`src/rtl/sync_rx_pkg.sv`:
```
package sync_rx_pkg;
  localparam int DATA_W   = 8;
  localparam int MAX_BITS = DATA_W + 1;
  localparam int CNT_W    = $clog2(MAX_BITS + 1);

  typedef struct packed {
    logic              ninth;
    logic [DATA_W-1:0] data;
  } rx_word_t;
endpackage

```
`src/rtl/sclk_sync.sv`:
```
module sclk_sync #(
  parameter int STAGES = 2
) (
  input  logic clk,
  input  logic rst_n,
  input  logic sclk_in,
  input  logic sdata_in,
  output logic sclk_rise,
  output logic sdata_s
);
  logic [STAGES-1:0] clk_chain;
  logic [STAGES-1:0] dat_chain;
  logic              clk_prev;

  generate
    for (genvar g = 0; g < STAGES; g++) begin : g_stage
      if (g == 0) begin : g_first
        always_ff @(posedge clk or negedge rst_n) begin
          if (!rst_n) begin
            clk_chain[0] <= 1'b0;
            dat_chain[0] <= 1'b0;
          end else begin
            clk_chain[0] <= sclk_in;
            dat_chain[0] <= sdata_in;
          end
        end
      end else begin : g_rest
        always_ff @(posedge clk or negedge rst_n) begin
          if (!rst_n) begin
            clk_chain[g] <= 1'b0;
            dat_chain[g] <= 1'b0;
          end else begin
            clk_chain[g] <= clk_chain[g-1];
            dat_chain[g] <= dat_chain[g-1];
          end
        end
      end
    end
  endgenerate

  always_ff @(posedge clk or negedge rst_n) begin
    if (!rst_n) clk_prev <= 1'b0;
    else        clk_prev <= clk_chain[STAGES-1];
  end

  assign sclk_rise = clk_chain[STAGES-1] & ~clk_prev;
  assign sdata_s   = dat_chain[STAGES-1];

  // one sample per shift-clock edge
  p_single_pulse_r3: assert property (@(posedge clk) disable iff (!rst_n)
    sclk_rise |=> !sclk_rise);
endmodule

```
`src/rtl/rx_shifter.sv`:
```
module rx_shifter
  import sync_rx_pkg::*;
(
  input  logic     clk,
  input  logic     rst_n,
  input  logic     active,
  input  logic     block,
  input  logic     nine_bit,
  input  logic     bit_rise,
  input  logic     bit_val,
  output logic     word_done,
  output rx_word_t word
);
  logic [MAX_BITS-1:0] shreg, shreg_nxt;
  logic [CNT_W-1:0]    cnt;
  logic [CNT_W-1:0]    last_idx;
  logic                last_bit;

  assign last_idx = nine_bit ? CNT_W'(MAX_BITS-1) : CNT_W'(DATA_W-1);
  assign last_bit = (cnt >= last_idx);

  always_comb begin
    shreg_nxt = shreg;
    for (int i = 0; i < MAX_BITS; i++)
      if (CNT_W'(i) == cnt) shreg_nxt[i] = bit_val;
  end

  always_ff @(posedge clk or negedge rst_n) begin
    if (!rst_n) begin
      shreg     <= '0;
      cnt       <= '0;
      word_done <= 1'b0;
      word      <= '0;
    end else begin
      word_done <= 1'b0;
      if (!active) begin
        shreg <= '0;
        cnt   <= '0;
      end else if (bit_rise && !block) begin
        if (last_bit) begin
          shreg      <= '0;
          cnt        <= '0;
          word_done  <= 1'b1;
          word.data  <= shreg_nxt[DATA_W-1:0];
          word.ninth <= nine_bit & shreg_nxt[MAX_BITS-1];
        end else begin
          shreg <= shreg_nxt;
          cnt   <= cnt + 1'b1;
        end
      end
    end
  end

  // leaving the enabled state restarts the bit count
  p_idle_restart_r8: assert property (@(posedge clk) disable iff (!rst_n)
    !active |=> (cnt == '0));
  // the counter never passes the widest word
  p_cnt_bound_r4: assert property (@(posedge clk) disable iff (!rst_n)
    cnt <= CNT_W'(MAX_BITS-1));
  // a blocked shifter produces no word
  p_block_hold_r7: assert property (@(posedge clk) disable iff (!rst_n)
    block |=> !word_done);
endmodule

```
`src/rtl/rx_hold.sv`:
```
module rx_hold
  import sync_rx_pkg::*;
(
  input  logic     clk,
  input  logic     rst_n,
  input  logic     cont_rx_en,
  input  logic     word_done,
  input  rx_word_t word,
  input  logic     rx_ready,
  output logic     rx_valid,
  output rx_word_t held,
  output logic     ovr_err
);
  logic take;
  assign take = rx_valid & rx_ready;

  always_ff @(posedge clk or negedge rst_n) begin
    if (!rst_n) begin
      rx_valid <= 1'b0;
      ovr_err  <= 1'b0;
    end else begin
      if (!cont_rx_en)                   ovr_err <= 1'b0;
      else if (word_done && rx_valid && !take) ovr_err <= 1'b1;

      if (word_done && (!rx_valid || take)) rx_valid <= 1'b1;
      else if (take)                        rx_valid <= 1'b0;
    end
  end

  always_ff @(posedge clk) begin
    if (word_done && (!rx_valid || take)) held <= word;
  end

  // a word only appears after the shifter completes one
  p_valid_src_r3: assert property (@(posedge clk) disable iff (!rst_n)
    $rose(rx_valid) |-> $past(word_done));
  // a handshake with no new word empties the register
  p_take_clears_r5: assert property (@(posedge clk) disable iff (!rst_n)
    (take && !word_done) |=> !rx_valid);
  // unread data is stable
  p_hold_stable_r5: assert property (@(posedge clk) disable iff (!rst_n)
    (rx_valid && !take) |=> $stable(held));
  // overrun is sticky while the enable stays set
  p_ovr_sticky_r7: assert property (@(posedge clk) disable iff (!rst_n)
    (ovr_err && cont_rx_en) |=> ovr_err);
endmodule

```
`src/rtl/sync_slave_rx.sv`:
```
module sync_slave_rx
  import sync_rx_pkg::*;
#(
  parameter int SYNC_STAGES = 2
) (
  input  logic              clk,
  input  logic              rst_n,
  input  logic              port_en,
  input  logic              sync_mode,
  input  logic              clk_src_int,
  input  logic              nine_bit,
  input  logic              cont_rx_en,
  input  logic              single_rx_en,
  input  logic              rx_ie,
  input  logic              sclk_in,
  input  logic              sdata_in,
  output logic              rx_valid,
  input  logic              rx_ready,
  output logic [DATA_W-1:0] rx_data,
  output logic              rx_ninth,
  output logic              frame_err,
  output logic              ovr_err,
  output logic              rx_irq
);
  logic     sclk_rise, sdata_s, word_done, active, slave_sel;
  rx_word_t word, held;

  // single_rx_en intentionally unused in slave mode
  logic unused_single;
  assign unused_single = single_rx_en;

  assign slave_sel = port_en & sync_mode & ~clk_src_int;
  assign active    = slave_sel & cont_rx_en;

  sclk_sync #(.STAGES(SYNC_STAGES)) u_sync (
    .clk(clk), .rst_n(rst_n), .sclk_in(sclk_in), .sdata_in(sdata_in),
    .sclk_rise(sclk_rise), .sdata_s(sdata_s)
  );

  rx_shifter u_shift (
    .clk(clk), .rst_n(rst_n), .active(active), .block(ovr_err),
    .nine_bit(nine_bit), .bit_rise(sclk_rise), .bit_val(sdata_s),
    .word_done(word_done), .word(word)
  );

  rx_hold u_hold (
    .clk(clk), .rst_n(rst_n), .cont_rx_en(cont_rx_en),
    .word_done(word_done), .word(word), .rx_ready(rx_ready),
    .rx_valid(rx_valid), .held(held), .ovr_err(ovr_err)
  );

  assign rx_data   = held.data;
  assign rx_ninth  = held.ninth;
  assign frame_err = 1'b0;
  assign rx_irq    = rx_valid & rx_ie;
endmodule

```
`config.mk`:
```
export PLATFORM = sky130hd
export DESIGN_NAME = sync_slave_rx
export DESIGN_NICKNAME = d
export VERILOG_FILES = /design/src/rtl/sync_rx_pkg.sv /design/src/rtl/sclk_sync.sv /design/src/rtl/rx_shifter.sv /design/src/rtl/rx_hold.sv /design/src/rtl/sync_slave_rx.sv
export SDC_FILE = /design/constraint.sdc
export NUM_CORES = 1
export LEC_CHECK = 0
export BUFFER_PORTS_ARGS = -buffer_cell sky130_fd_sc_hd__buf_2
export CORE_MARGIN = 5
export CORE_UTILIZATION = 38
export CTS_CLUSTER_DIAMETER = 60
export DETAILED_ROUTE_END_ITERATION = 10
export PLACE_DENSITY = 0.53
export SLEW_MARGIN = 20
export SYNTH_ARGS = -nofsm -noshare
export SYNTH_HDL_FRONTEND = slang
export SYNTH_SLANG_ARGS = --single-unit
export TNS_END_PERCENT = 20
```
`constraint.sdc`:
```
create_clock -name clk -period 2.3 [get_ports clk]
set_clock_uncertainty 0.2 [all_clocks]
set_input_delay 0.575 -clock clk [delete_from_list [all_inputs] [get_ports clk]]
set_output_delay 0.575 -clock clk [all_outputs]
set_load 0.02 [all_outputs]
```
==> summary.txt, run 1 <==
Run status
  • Outcome: finished, final reports clean

Floorplanning
  • Area of the die: 6237 µm²
  • Starting Density: 0.3879
  • Floorplan row count: 25
  • Top Ports: 25
  • Die extent in y: 78.98 µm
  • Horiz. Die Dim: 78.98 µm
  • Core box area: 4661 µm²

Routing
  • DR WL/cell: 14.20 µm
  • DRC violations left: 0
  • Number of violations reported at the end of detailed-routing iteration 0: 52
  • Antenna violation net count after detailed routing: 0
  • Detail-routed via count per cell: 5.013
  • DRT Wirelength: 3337 µm
  • First-pass DRT Iterations: 4
  • Overall via count from detail_route: 1178

Placed design
  • Total of buffers placed on input and output ports: 22
  • Detailed placer's ending HPWL: 2444 µm
  • Final weighted congestion of routability-driven global placement: 0.8340
  • Placement Setup Slack: -0.1577 ns

Setup path
  • Worst-path cell with the longest stage delay: a2111oi_4
  • Worst Setup EP: u_shift.shreg[1]
  • Critical path, cell by cell: buf_2, ha_1, a21o_1, a2111oi_4, buf_4, nand3_2, o22ai_1
  • Number of gates on the worst path with buffers counted: 7
  • Path type of the worst setup path: in2reg
  • Endpoint class of the critical path: register
  • Largest fanout on the critical path: 8
  • Element type at the critical path start: input port
  • Setup slack on the worst flop-to-flop path: 0.19 ns
  • Cell family with the largest share of critical-path delay: compound AO/OA/AOI/OAI gates
  • Critical path launch point: nine_bit
  • Largest stage delay on the critical path: 0.34 ns
  • Worst R2R Start: u_shift.cnt[2]
  • Bufs and invs on worst path: 2
  • Worst r2r path cells: 6
  • Worst path arrival time: 2.14 ns
  • Required time of the critical path: 2.30 ns
  • Critical register-to-register path endpoint: u_shift.shreg[1]

Global route
  • Layer with the highest usage: met2
  • Maximum number of pins on one net before global-route repair: 31
  • GRT Total Usage: 0.1180
  • Overflow after GRT: 0
  • Number of global-route vias before repair: 1179
  • Routing usage on met3: 0.03401
  • Initial antenna violation count: 0
  • Global-route wire length before repair: 5747 µm
  • Met2 Resource Use GR: 0.1886
  • Met1 usage: 0.1550

CTS
  • Count of H-tree levels built during CTS: 2
  • Number of resized instances in the post-cts repair step: 0
  • Source-to-sink clock delay at the later pin of the worst-skew pair: 0.28 ns
  • Clock-pin slew on the worst setup and hold paths: 0.07 ns
  • CTS sink count: 39
  • Clock tree from TritonCTS: yes
  • Post-CTS Setup Repair Bufs: 0
  • Root buf cell: clkbuf_8
  • Hold bufs inserted after CTS: 0
  • CTS Buf Count: 5
  • Maximum number of buffers from clock root to sink: 2

Cells and area
  • Final layout net count: 200
  • Antenna diode count: 0
  • Utilization after layout: 0.4660
  • Share of cells above drive strength 1: 0.3536
  • Area growth from synthesis to layout: 20.14%
  • Area used by sequential logic in the layout: 1021 µm²
  • FILL cells: 409
  • Top library cells by usage in the layout, fill and taps aside: dfrtp_1, buf_2, mux2_2
  • Multi-input logic area: 700.7 µm²
  • Most common cell after layout, fill and taps aside: dfrtp_1

STA
  • Count of final max-slew check failures: 0
  • Final setup slack of the worst path: 0.1572 ns
  • Peak Freq: 0.4667 GHz
  • Setup repair after global routing missed its margin: no
  • Slew margin rel.: 0.5548
  • Total setup violations reported at the end of the flow: 0
  • Time the worst path needs with I/O delays and setup: 2.143 ns
  • Post-route setup TNS: 0 ns
  • Share of the clock period used by the worst path: 0.9316
  • Fin. Hold Viols: 0
  • Slew @ Worst Pin: 0.6678 ns

Flow run
  • Number of maximum-capacitance constraint violations: 0

Synth
  • Synthesized cell area: 1808 µm²
  • Area share of the largest cell type after synthesis: 0.4152
  • Most area-consuming cells after synthesis: dfrtp_1, edfxtp_1, mux2_2
  • Synthesized netlist net count: 165
  • Most used DFF post-synth: dfrtp_1
  • Synth Register Bits: 39
  • Count of cell types in the netlist: 32
  • Sequential cell area fraction in the yosys report: 0.5647
  • Yosys warnings: 0
  • Largest area contributor in the netlist: dfrtp_1
  • Count of flip-flops with a built-in enable after synthesis: 9
  • Post-Synthesis Cells: 145
  • Average instance area after synthesis: 12.47 µm²
  • Async set-reset flop share out of synthesis: 0.7692

Power and ir drop
  • Power density cells: 622.3 nW/µm²
  • Leak Pwr: 0.9907 nW
  • Worst vdd ir: 0.2844 mV

Hold path
  • Kind of path behind the tightest hold check: in2async
area by class of cell:
cell class / count / area share
Sequential cell: 39 / 0.4700
Multi-Input combinational cell: 86 / 0.3226
Timing Repair Buffer: 34 / 0.09793
Tap cell: 54 / 0.03111
Clock buffer: 6 / 0.03802
Clock inverter: 2 / 0.01613
Inverter: 14 / 0.02419
cells by family after synthesis:
group                    after synthesis  synth area share
AND/OR/NAND/NOR                       31           0.09619
multiplexers                          18            0.1114
adder cells (fa/ha/maj)                8           0.05537
flip-flops                            39            0.5647
other                                  1          0.002074
AO/OA/AOI/OAI                         28            0.1225
buffers and inverters                 20           0.04775
worst min path at each step:
stage	cells after the start	slack, ns	end	start
finish	1	0.12	u_sync.clk_prev	rst_n
global route	0	0.16	u_sync.sdata_s	u_sync.dat_chain[0]
floorplan	0	0.08	u_hold.ovr_err	rst_n
detailed placement	0	0.14	u_sync.sdata_s	u_sync.dat_chain[0]
CTS	1	0.14	u_sync.clk_chain[0]	rst_n
global placement	0	0.13	u_sync.sdata_s	u_sync.dat_chain[0]
cells in the mapped netlist, types with 2 or more instances:
| cell | count |
|---|---|
| o22ai_1 | 9 |
| a31oi_1 | 9 |
| nand2b_1 | 4 |
| edfxtp_1 | 9 |
| dfrtp_1 | 30 |
| nand4_1 | 2 |
| clkbuf_1 | 4 |
| o21ai_0 | 2 |
| mux2_2 | 17 |
| nor2_1 | 4 |
| and2_1 | 2 |
| nand2_1 | 7 |
| ha_1 | 8 |
| inv_1 | 14 |
| nand3_1 | 7 |
worst register-to-register path, cell delays in order, from the launching register on:
cell and delay (ns):
dfrtp_1 0.39, ha_1 0.29, a21o_1 0.22, a2111oi_4 0.34
buf_4 0.19, nand3_2 0.17, o22ai_1 0.24
through the flow:
step / power [mW] / cell area [µm²] / std cells / hold WS (ns)
5_1_grt: 1.412 / 2172 / 235 / 0.1606
3_5_place_dp: 0.7845 / 2054 / 227 / 0.1364
6_report: 1.352 / 2172 / 235 / 0.1185
3_3_place_gp: 0.7828 / 2054 / 227 / 0.1336
4_1_cts: 1.375 / 2172 / 235 / 0.1448
2_1_floorplan: 0.7537 / 1808 / 145 / 0.07941
per-layer routing:
layer,routed length (µm),vias up
met1,1592,567
li1,-,587
met5,0,-
met4,46,0
met3,100,5
met2,1597,19
registers in the layout, indices dropped and copies added (netlist names):
register,flops
u_hold.ovr_err,1
u_sync.sdata_s,1
u_sync.clk_chain,2
u_sync.dat_chain,1
u_sync.clk_prev,1
u_shift.word,9
u_hold.held,9
u_shift.word_done,1
u_shift.cnt,4
u_hold.rx_valid,1
u_shift.shreg,9
report_power, final:
part	total (mW)	internal, mW	switching [mW]
logic	0.0526	0.0225	0.0302
registers	0.716	0.710	0.00594
clock network	0.583	0.351	0.232
total	1.35	1.08	0.268
Note: power is estimated with default switching activity, not from simulation.
==> inputs of run 2 (changes only) <==
--- a/config.mk
+++ b/config.mk
@@ -5,12 +5,13 @@
 export SDC_FILE = /design/constraint.sdc
 export NUM_CORES = 1
 export LEC_CHECK = 0
+export ABC_AREA = 1
 export BUFFER_PORTS_ARGS = -buffer_cell sky130_fd_sc_hd__buf_2
 export CORE_MARGIN = 5
 export CORE_UTILIZATION = 38
 export CTS_CLUSTER_DIAMETER = 60
 export DETAILED_ROUTE_END_ITERATION = 10
-export PLACE_DENSITY = 0.53
+export PLACE_DENSITY = 0.52
 export SLEW_MARGIN = 20
 export SYNTH_ARGS = -nofsm -noshare
 export SYNTH_HDL_FRONTEND = slang
==> run 2 against run 1 <==
Via count rose by 13%. Register-to-register slack improved by 0.30 ns. Clock power fell by 23%. Total power fell by 9.7%. Critical path type is now reg2reg. Highest routed layer unchanged. Non-clock buffer count fell by 4. Hold slack got worse by 0.0063 ns. Area after synthesis rose by 6.0%. Cell area rose by 0.86%. Sequential share of layout area fell by 0.40 points.
==> summary.txt, run 2 <==
Setup path
  • Critical register-to-register path endpoint: u_shift.cnt[0]
  • Critical path, cell by cell: inv_1, ha_1, nand4_1, nand3_2, buf_4, o21ai_1
  • Endpoint class of the critical path: register
  • Largest stage delay on the critical path: 0.45 ns (+0.11 ns)
  • Setup slack on the worst flop-to-flop path: 0.49 ns (+0.30 ns)
  • Worst R2R Start: u_shift.cnt[0]
  • Worst Setup EP: u_shift.cnt[0]
  • Critical path launch point: u_shift.cnt[0]
  • Worst r2r path cells: 6 (unchanged)
  • Required time of the critical path: 2.32 ns (+0.02 ns)
  • Worst path arrival time: 1.83 ns (-0.31 ns)
  • Element type at the critical path start: register
  • Path type of the worst setup path: reg2reg
  • Largest fanout on the critical path: 8 (unchanged)
  • Bufs and invs on worst path: 2 (unchanged)
  • Cell family with the largest share of critical-path delay: flip-flops
  • Number of gates on the worst path with buffers counted: 6 (-1)
  • Worst-path cell with the longest stage delay: dfrtp_1

Placed design
  • Final weighted congestion of routability-driven global placement: 0.7748 (-7.1%)
  • Placed Area: 2106 µm² (+2.5%)
  • Placement Setup Slack: 0.1923 ns (+0.3500 ns)
  • Detailed placer's ending HPWL: 2444 µm (about the same)
  • Total of buffers placed on input and output ports: 22 (unchanged)

Floorplanning
  • Floorplan row count: 25 (unchanged)
  • Starting Density: 0.3977 (+0.009743)
  • Die extent in y: 81 µm (+2.6%)
  • Top Ports: 25 (unchanged)
  • Core box area: 4817 µm² (+3.4%)
  • Area of the die: 6561 µm² (+5.2%)
  • Horiz. Die Dim: 81 µm (+2.6%)

Cells and area
  • Antenna diode count: 0 (unchanged)
  • Area growth from synthesis to layout: 14.37%
  • Most common cell after layout, fill and taps aside: nand2_1
  • Final layout net count: 254 (+27%)
  • Post-route cell area: 2191 µm² (+0.86%)
  • Share of cells above drive strength 1: 0.2553 (-0.09827)
  • Top library cells by usage in the layout, fill and taps aside: nand2_1, dfrtp_1, buf_2
  • Largest registers in the final layout: u_hold.held (9), u_shift.shreg (9), u_shift.word (9)

Flow run
  • Number of maximum-capacitance constraint violations: 0 (unchanged)

Global route
  • Global-route wire length before repair: 5899 µm (+2.6%)
  • Overflow after GRT: 0 (unchanged)
  • GRT Total Usage: 0.1189 (+0.0009305)
  • Maximum number of pins on one net before global-route repair: 31 (unchanged)
  • Initial antenna violation count: 0 (unchanged)
  • Number of global-route vias before repair: 1317 (+12%)

Routing
  • DRC violations left: 0 (unchanged)
  • DRT Wirelength: 3332 µm (-0.15%)
  • Antenna violation net count after detailed routing: 0 (unchanged)
  • Number of violations reported at the end of detailed-routing iteration 0: 51 (-1.9%)
  • First-pass DRT Iterations: 4 (unchanged)
  • Detail-routed via count per cell: 4.427 (-12%)
  • DR WL/cell: 11.03 µm (-22%)
  • Overall via count from detail_route: 1337 (+13%)

CTS
  • Hold bufs inserted after CTS: 0 (unchanged)
  • CTS sink count: 39 (unchanged)
  • Count of H-tree levels built during CTS: 2 (unchanged)
  • Source-to-sink clock delay at the later pin of the worst-skew pair: 0.29 ns (about the same)
  • Clock-pin slew on the worst setup and hold paths: 0.07 ns (about the same)
  • Maximum number of buffers from clock root to sink: 2 (unchanged)
  • Clock tree from TritonCTS: yes
  • Root buf cell: clkbuf_8
  • Post-CTS Setup Repair Bufs: 0 (unchanged)
  • Number of resized instances in the post-cts repair step: 0 (unchanged)
  • CTS Buf Count: 5 (unchanged)

Synth
  • Post-Synthesis Cells: 204 (+41%)
  • Largest area contributor in the netlist: dfrtp_1
  • Most used DFF post-synth: dfrtp_1
  • Synthesized netlist net count: 224 (+36%)
  • Synth Register Bits: 39 (unchanged)
  • Async set-reset flop share out of synthesis: 0.7692 (unchanged)
  • Sequential cell area fraction in the yosys report: 0.5330 (-0.03172)
  • Area share of the largest cell type after synthesis: 0.3919 (-0.02332)
  • Average instance area after synthesis: 9.390 µm² (-25%)
  • Count of flip-flops with a built-in enable after synthesis: 9 (unchanged)
  • Most area-consuming cells after synthesis: dfrtp_1, nand2_1, edfxtp_1
  • Yosys warnings: 0 (unchanged)
  • Synth cell count leaders: nand2_1, dfrtp_1, inv_1, nand3_1, o21ai_2
  • Synthesized cell area: 1916 µm² (+6.0%)
  • Count of cell types in the netlist: 25 (-22%)
  • Leading cell type by number of instances after synthesis: nand2_1

STA
  • Share of the clock period used by the worst path: 0.7881 (-0.1436)
  • Worst hold margin: 0.1123 ns (-0.006261 ns)
  • Time the worst path needs with I/O delays and setup: 1.813 ns (-0.3302 ns)
  • Count of final max-slew check failures: 0 (unchanged)
  • Fin. Hold Viols: 0 (unchanged)
  • Total setup violations reported at the end of the flow: 0 (unchanged)
  • Peak Freq: 0.5517 GHz (+18%)
  • Setup repair after global routing missed its margin: no
  • Final setup slack of the worst path: 0.4875 ns (+0.3302 ns)
  • Slew @ Worst Pin: 0.6655 ns (-0.002225 ns)
  • Post-route setup TNS: 0 ns (unchanged)
  • Slew margin rel.: 0.5563 (+0.001483)

Hold path
  • Kind of path behind the tightest hold check: in2async

Power and ir drop
  • Total power: 1.221 mW (-9.7%)
  • Power density cells: 557.1 nW/µm² (-10%)
  • Leak Pwr: 1.050 nW (+6.0%)
  • Worst vdd ir: 0.3877 mV (+36%)

Run status
  • Outcome: finished, final reports clean
-- run 2: where the power goes --
group | total, mW | internal, mW | switching, mW
Clock | 0.446 | 0.212 | 0.235
Sequential | 0.714 | 0.711 | 0.00330
Combinational | 0.0599 | 0.0188 | 0.0411
-- run 2: worst min path at each step --
| stage | to | slack (ns) | depth (start not counted) | from |
|---|---|---|---|---|
| 2_1_floorplan | u_hold.ovr_err | 0.08 | 0 | rst_n |
| 3_3_place_gp | u_sync.sdata_s | 0.13 | 0 | u_sync.dat_chain[0] |
| 3_5_place_dp | u_sync.clk_chain[1] | 0.13 | 0 | u_sync.clk_chain[0] |
| 4_1_cts | u_shift.cnt[1] | 0.13 | 1 | rst_n |
| 5_1_grt | u_sync.clk_chain[1] | 0.16 | 0 | u_sync.clk_chain[0] |
| 6_report | u_shift.cnt[1] | 0.11 | 1 | rst_n |
-- run 2: cells by family (layout without fill, tap and decap cells) --
kind of cell | Yosys count | after routing | share of synthesized area
flops | 39 | 39 | 0.5330
compound gates | 20 | 20 | 0.07511
fa+ha+maj | 8 | 8 | 0.05226
buf+inv | 24 | 55 | 0.06662
other cells | 1 | 1 | 0.001958
xor+xnor | 1 | 1 | 0.004573
simple gates | 111 | 111 | 0.2665
-- run 2: area by class of cell --
| type | instances | area [µm²] |
|---|---|---|
| clock inverter | 2 | 12.51 |
| inverter | 17 | 63.81 |
| tap | 67 | 83.83 |
| sequential | 39 | 1021 |
| multi-input combinational | 141 | 767.0 |
| clock buffer | 6 | 72.57 |
| timing repair buffer | 30 | 170.2 |
| fill | 508 | 2626 |
-- run 2: routing by layer --
metal	global-route usage	vias to the layer above	routed length, µm
met2	0.1814	28	1454
met1	0.1539	587	1676
met4	0.06081	0	39
met5	0	-	0
li1	-	718	-
met3	0.03326	4	162
-- run 2: metrics by stage --
| stage | util | instances |
|---|---|---|
| after global routing | 0.4548 | 302 |
| final | 0.4548 | 302 |
| after global placement | 0.4371 | 294 |
| after floorplan | - | 204 |
| after detailed placement | 0.4371 | 294 |
| after CTS | 0.4548 | 302 |
==> inputs of run 3 (changes only) <==
--- a/config.mk
+++ b/config.mk
@@ -5,13 +5,13 @@
 export SDC_FILE = /design/constraint.sdc
 export NUM_CORES = 1
 export LEC_CHECK = 0
-export ABC_AREA = 1
+export ABC_AREA = 0
 export BUFFER_PORTS_ARGS = -buffer_cell sky130_fd_sc_hd__buf_2
 export CORE_MARGIN = 5
 export CORE_UTILIZATION = 38
 export CTS_CLUSTER_DIAMETER = 60
 export DETAILED_ROUTE_END_ITERATION = 10
-export PLACE_DENSITY = 0.52
+export PLACE_DENSITY = 0.53
 export SLEW_MARGIN = 20
 export SYNTH_ARGS = -nofsm -noshare
 export SYNTH_HDL_FRONTEND = slang
==> constraint.sdc (replaced) <==
create_clock -name clk -period 1.75 [get_ports clk]
set_clock_uncertainty 0.2 [all_clocks]
set_input_delay 0.4375 -clock clk [delete_from_list [all_inputs] [get_ports clk]]
set_output_delay 0.4375 -clock clk [all_outputs]
set_load 0.02 [all_outputs]
==> run 3 against run 2 <==
The flow now finishes with violations (setup timing). Global-route usage increased by 2.1 points. Setup slack lost 0.76 ns. Via count grew 0.97%. Critical path depth stayed put. Register-to-register slack got worse by 0.76 ns. Clock-buffer cell count unchanged. Sequential share of layout area shrank 5.7 points. Hold slack lost 0.065 ns. Die area is 4.9% lower. Combinational power rose by 80%. Largest cell class unchanged.
==> summary.txt, run 3 (synthesis results as in run 1) <==
Cells and area
  • Antenna diode count: 0 (unchanged)
  • FILL cells: 414 (-19%)
  • Share of cells above drive strength 1: 0.4951 (+0.2398)
  • Top library cells by usage in the layout, fill and taps aside: dfrtp_1, buf_4, buf_2
  • Post-route cell area: 2494 µm² (+14%)
  • Area growth from synthesis to layout: 37.92%
  • Multi-input logic area: 832.0 µm² (+8.5%)
  • Final layout net count: 223 (-12%)
  • Most common cell after layout, fill and taps aside: dfrtp_1
  • Utilization after layout: 0.5350 (+0.08023)
  • Area used by sequential logic in the layout: 1021 µm² (unchanged)
  • Largest registers in the final layout: u_hold.held (9), u_shift.shreg (9), u_shift.word (9)

Floorplanning
  • Core box area: 4661 µm² (-3.2%)
  • Top Ports: 25 (unchanged)
  • Floorplan row count: 25 (unchanged)
  • Die extent in y: 78.98 µm (-2.5%)
  • Starting Density: 0.3879 (-0.009743)
  • Horiz. Die Dim: 78.98 µm (-2.5%)
  • Area of the die: 6237 µm² (-4.9%)

Setup path
  • Endpoint class of the critical path: register
  • Path type of the worst setup path: reg2reg
  • Required time of the critical path: 1.75 ns (-0.57 ns)
  • Worst path arrival time: 2.02 ns (+0.19 ns)
  • Element type at the critical path start: register
  • Largest fanout on the critical path: 5 (-3)

STA
  • Share of the clock period used by the worst path: 1.155 (+0.3668)
  • Time the worst path needs with I/O delays and setup: 2.021 ns (+0.2085 ns)
  • Peak Freq: 0.4948 GHz (-10%)
  • Setup repair after global routing missed its margin: yes
  • Final setup slack of the worst path: -0.2710 ns (-0.7585 ns)
  • Count of final max-slew check failures: 0 (unchanged)
  • Total setup violations reported at the end of the flow: 22 (+22)
  • Fin. Hold Viols: 0 (unchanged)

Hold path
  • Kind of path behind the tightest hold check: in2reg

Placed design
  • Final weighted congestion of routability-driven global placement: 0.7940 (+2.5%)
  • Detailed placer's ending HPWL: 2787 µm (+14%)
  • Placed Area: 2242 µm² (+6.5%)
  • Total of buffers placed on input and output ports: 22 (unchanged)

Global route
  • Overflow after GRT: 0 (unchanged)
  • Initial antenna violation count: 0 (unchanged)
  • GRT Total Usage: 0.1399 (+0.02096)
  • Number of global-route vias before repair: 1429 (+8.5%)
  • Maximum number of pins on one net before global-route repair: 31 (unchanged)
  • Global-route wire length before repair: 6748 µm (+14%)

Routing
  • Number of violations reported at the end of detailed-routing iteration 0: 53 (+3.9%)
  • First-pass DRT Iterations: 5 (+1)
  • Detail-routed via count per cell: 5.233 (+18%)
  • DR WL/cell: 15.45 µm (+40%)
  • Antenna violation net count after detailed routing: 0 (unchanged)
  • Overall via count from detail_route: 1350 (+0.97%)
  • DRT Wirelength: 3985 µm (+20%)
  • DRC violations left: 0 (unchanged)

CTS
  • Maximum number of buffers from clock root to sink: 2 (unchanged)
  • Root buf cell: clkbuf_8
  • Clock-pin slew on the worst setup and hold paths: 0.08 ns (about the same)
  • Clock tree from TritonCTS: yes
  • CTS sink count: 39 (unchanged)
  • Source-to-sink clock delay at the later pin of the worst-skew pair: 0.29 ns (about the same)
  • CTS Buf Count: 5 (unchanged)
  • Count of H-tree levels built during CTS: 2 (unchanged)

Power and ir drop
  • Power density cells: 672.0 nW/µm² (+21%)
  • Leak Pwr: 1.116 nW (+6.3%)
  • Worst vdd ir: 0.3814 mV (-1.6%)
  • Total power: 1.676 mW (+37%)

Flow run
  • Number of maximum-capacitance constraint violations: 0 (unchanged)

Run status
  • Violated checks: setup timing
  • Outcome: finished with violations
==> run 3: cell types whose count changed in the layout (fill, tap and decap cells not counted), moves of 8 or more <==
cell / delta
buf_4: +17
o21ai_2: -9
mux2_2: +17
a31oi_1: +8
nand2_1: -69
nand3_1: -9
==> run 3: cell type report <==
class	instances	share of cell area
clock inverter	2	0.004516
clock buffer	6	0.03312
timing repair buffer	57	0.1711
multi-input combinational	86	0.3337
tap	54	0.02709
inverter	14	0.02107
sequential	39	0.4094
==> run 3: metal layers <==
metal  GRT usage  vias up  share of wire
met4     0.04811        0          0.022
met3     0.04649        9          0.051
met2      0.2449       37           0.51
li1            -      641              -
met1      0.1591      663           0.42
met5           0        -              0
==> run 3: worst max-delay path, stage by stage, from the launching register on <==
cell       delay (ns)
dfrtp_1          0.41
ha_4             0.25
a21o_1           0.20
a2111oi_4        0.34
buf_6            0.19
nand2_4          0.08
o311ai_4         0.26
==> run 3: final timing paths <==
kind / to / cells past startpoint / startpoint / slack, ns
max: u_shift.cnt[2] / 6 / u_shift.cnt[2] / -0.27
min: u_sync.dat_chain[0] / 1 / sdata_in / 0.05
max reg2reg: u_shift.cnt[2] / 6 / u_shift.cnt[2] / -0.27
min reg2reg: u_sync.sdata_s / 0 / u_sync.dat_chain[0] / 0.15
max in group asynchronous: u_hold.ovr_err / 3 / rst_n / 0.55
min in group asynchronous: u_shift.cnt[0] / 3 / rst_n / 0.49
==> run 3: timing repair <==
item | in CTS | in global routing
hold endpoints to repair | 30 | 0
pin swaps | 4 | 9
endpoints found under the setup margin | 22 | 23
hold buffers | 1 | 0
buffers inserted | 1 | 2
gates resized for setup | 8 | 17
==> run 3: where the power goes <==
part	internal [mW]	switching (mW)
registers	0.933	0.00634
clock network	0.314	0.313
logic	0.0527	0.0556
==> run 3: per-stage QoR <==
step	worst slack, ns	hold slack (ns)	cells	setup TNS [ns]
3_3_place_gp	-0.4254	0.1374	246	-8.526
3_5_place_dp	-0.4644	0.1379	246	-9.251
2_1_floorplan	-0.2024	-0.05809	145	-3.077
5_1_grt	-0.3810	0.03299	258	-6.520
6_report	-0.2710	0.04736	258	-4.794
4_1_cts	-0.2986	0.04071	256	-5.228
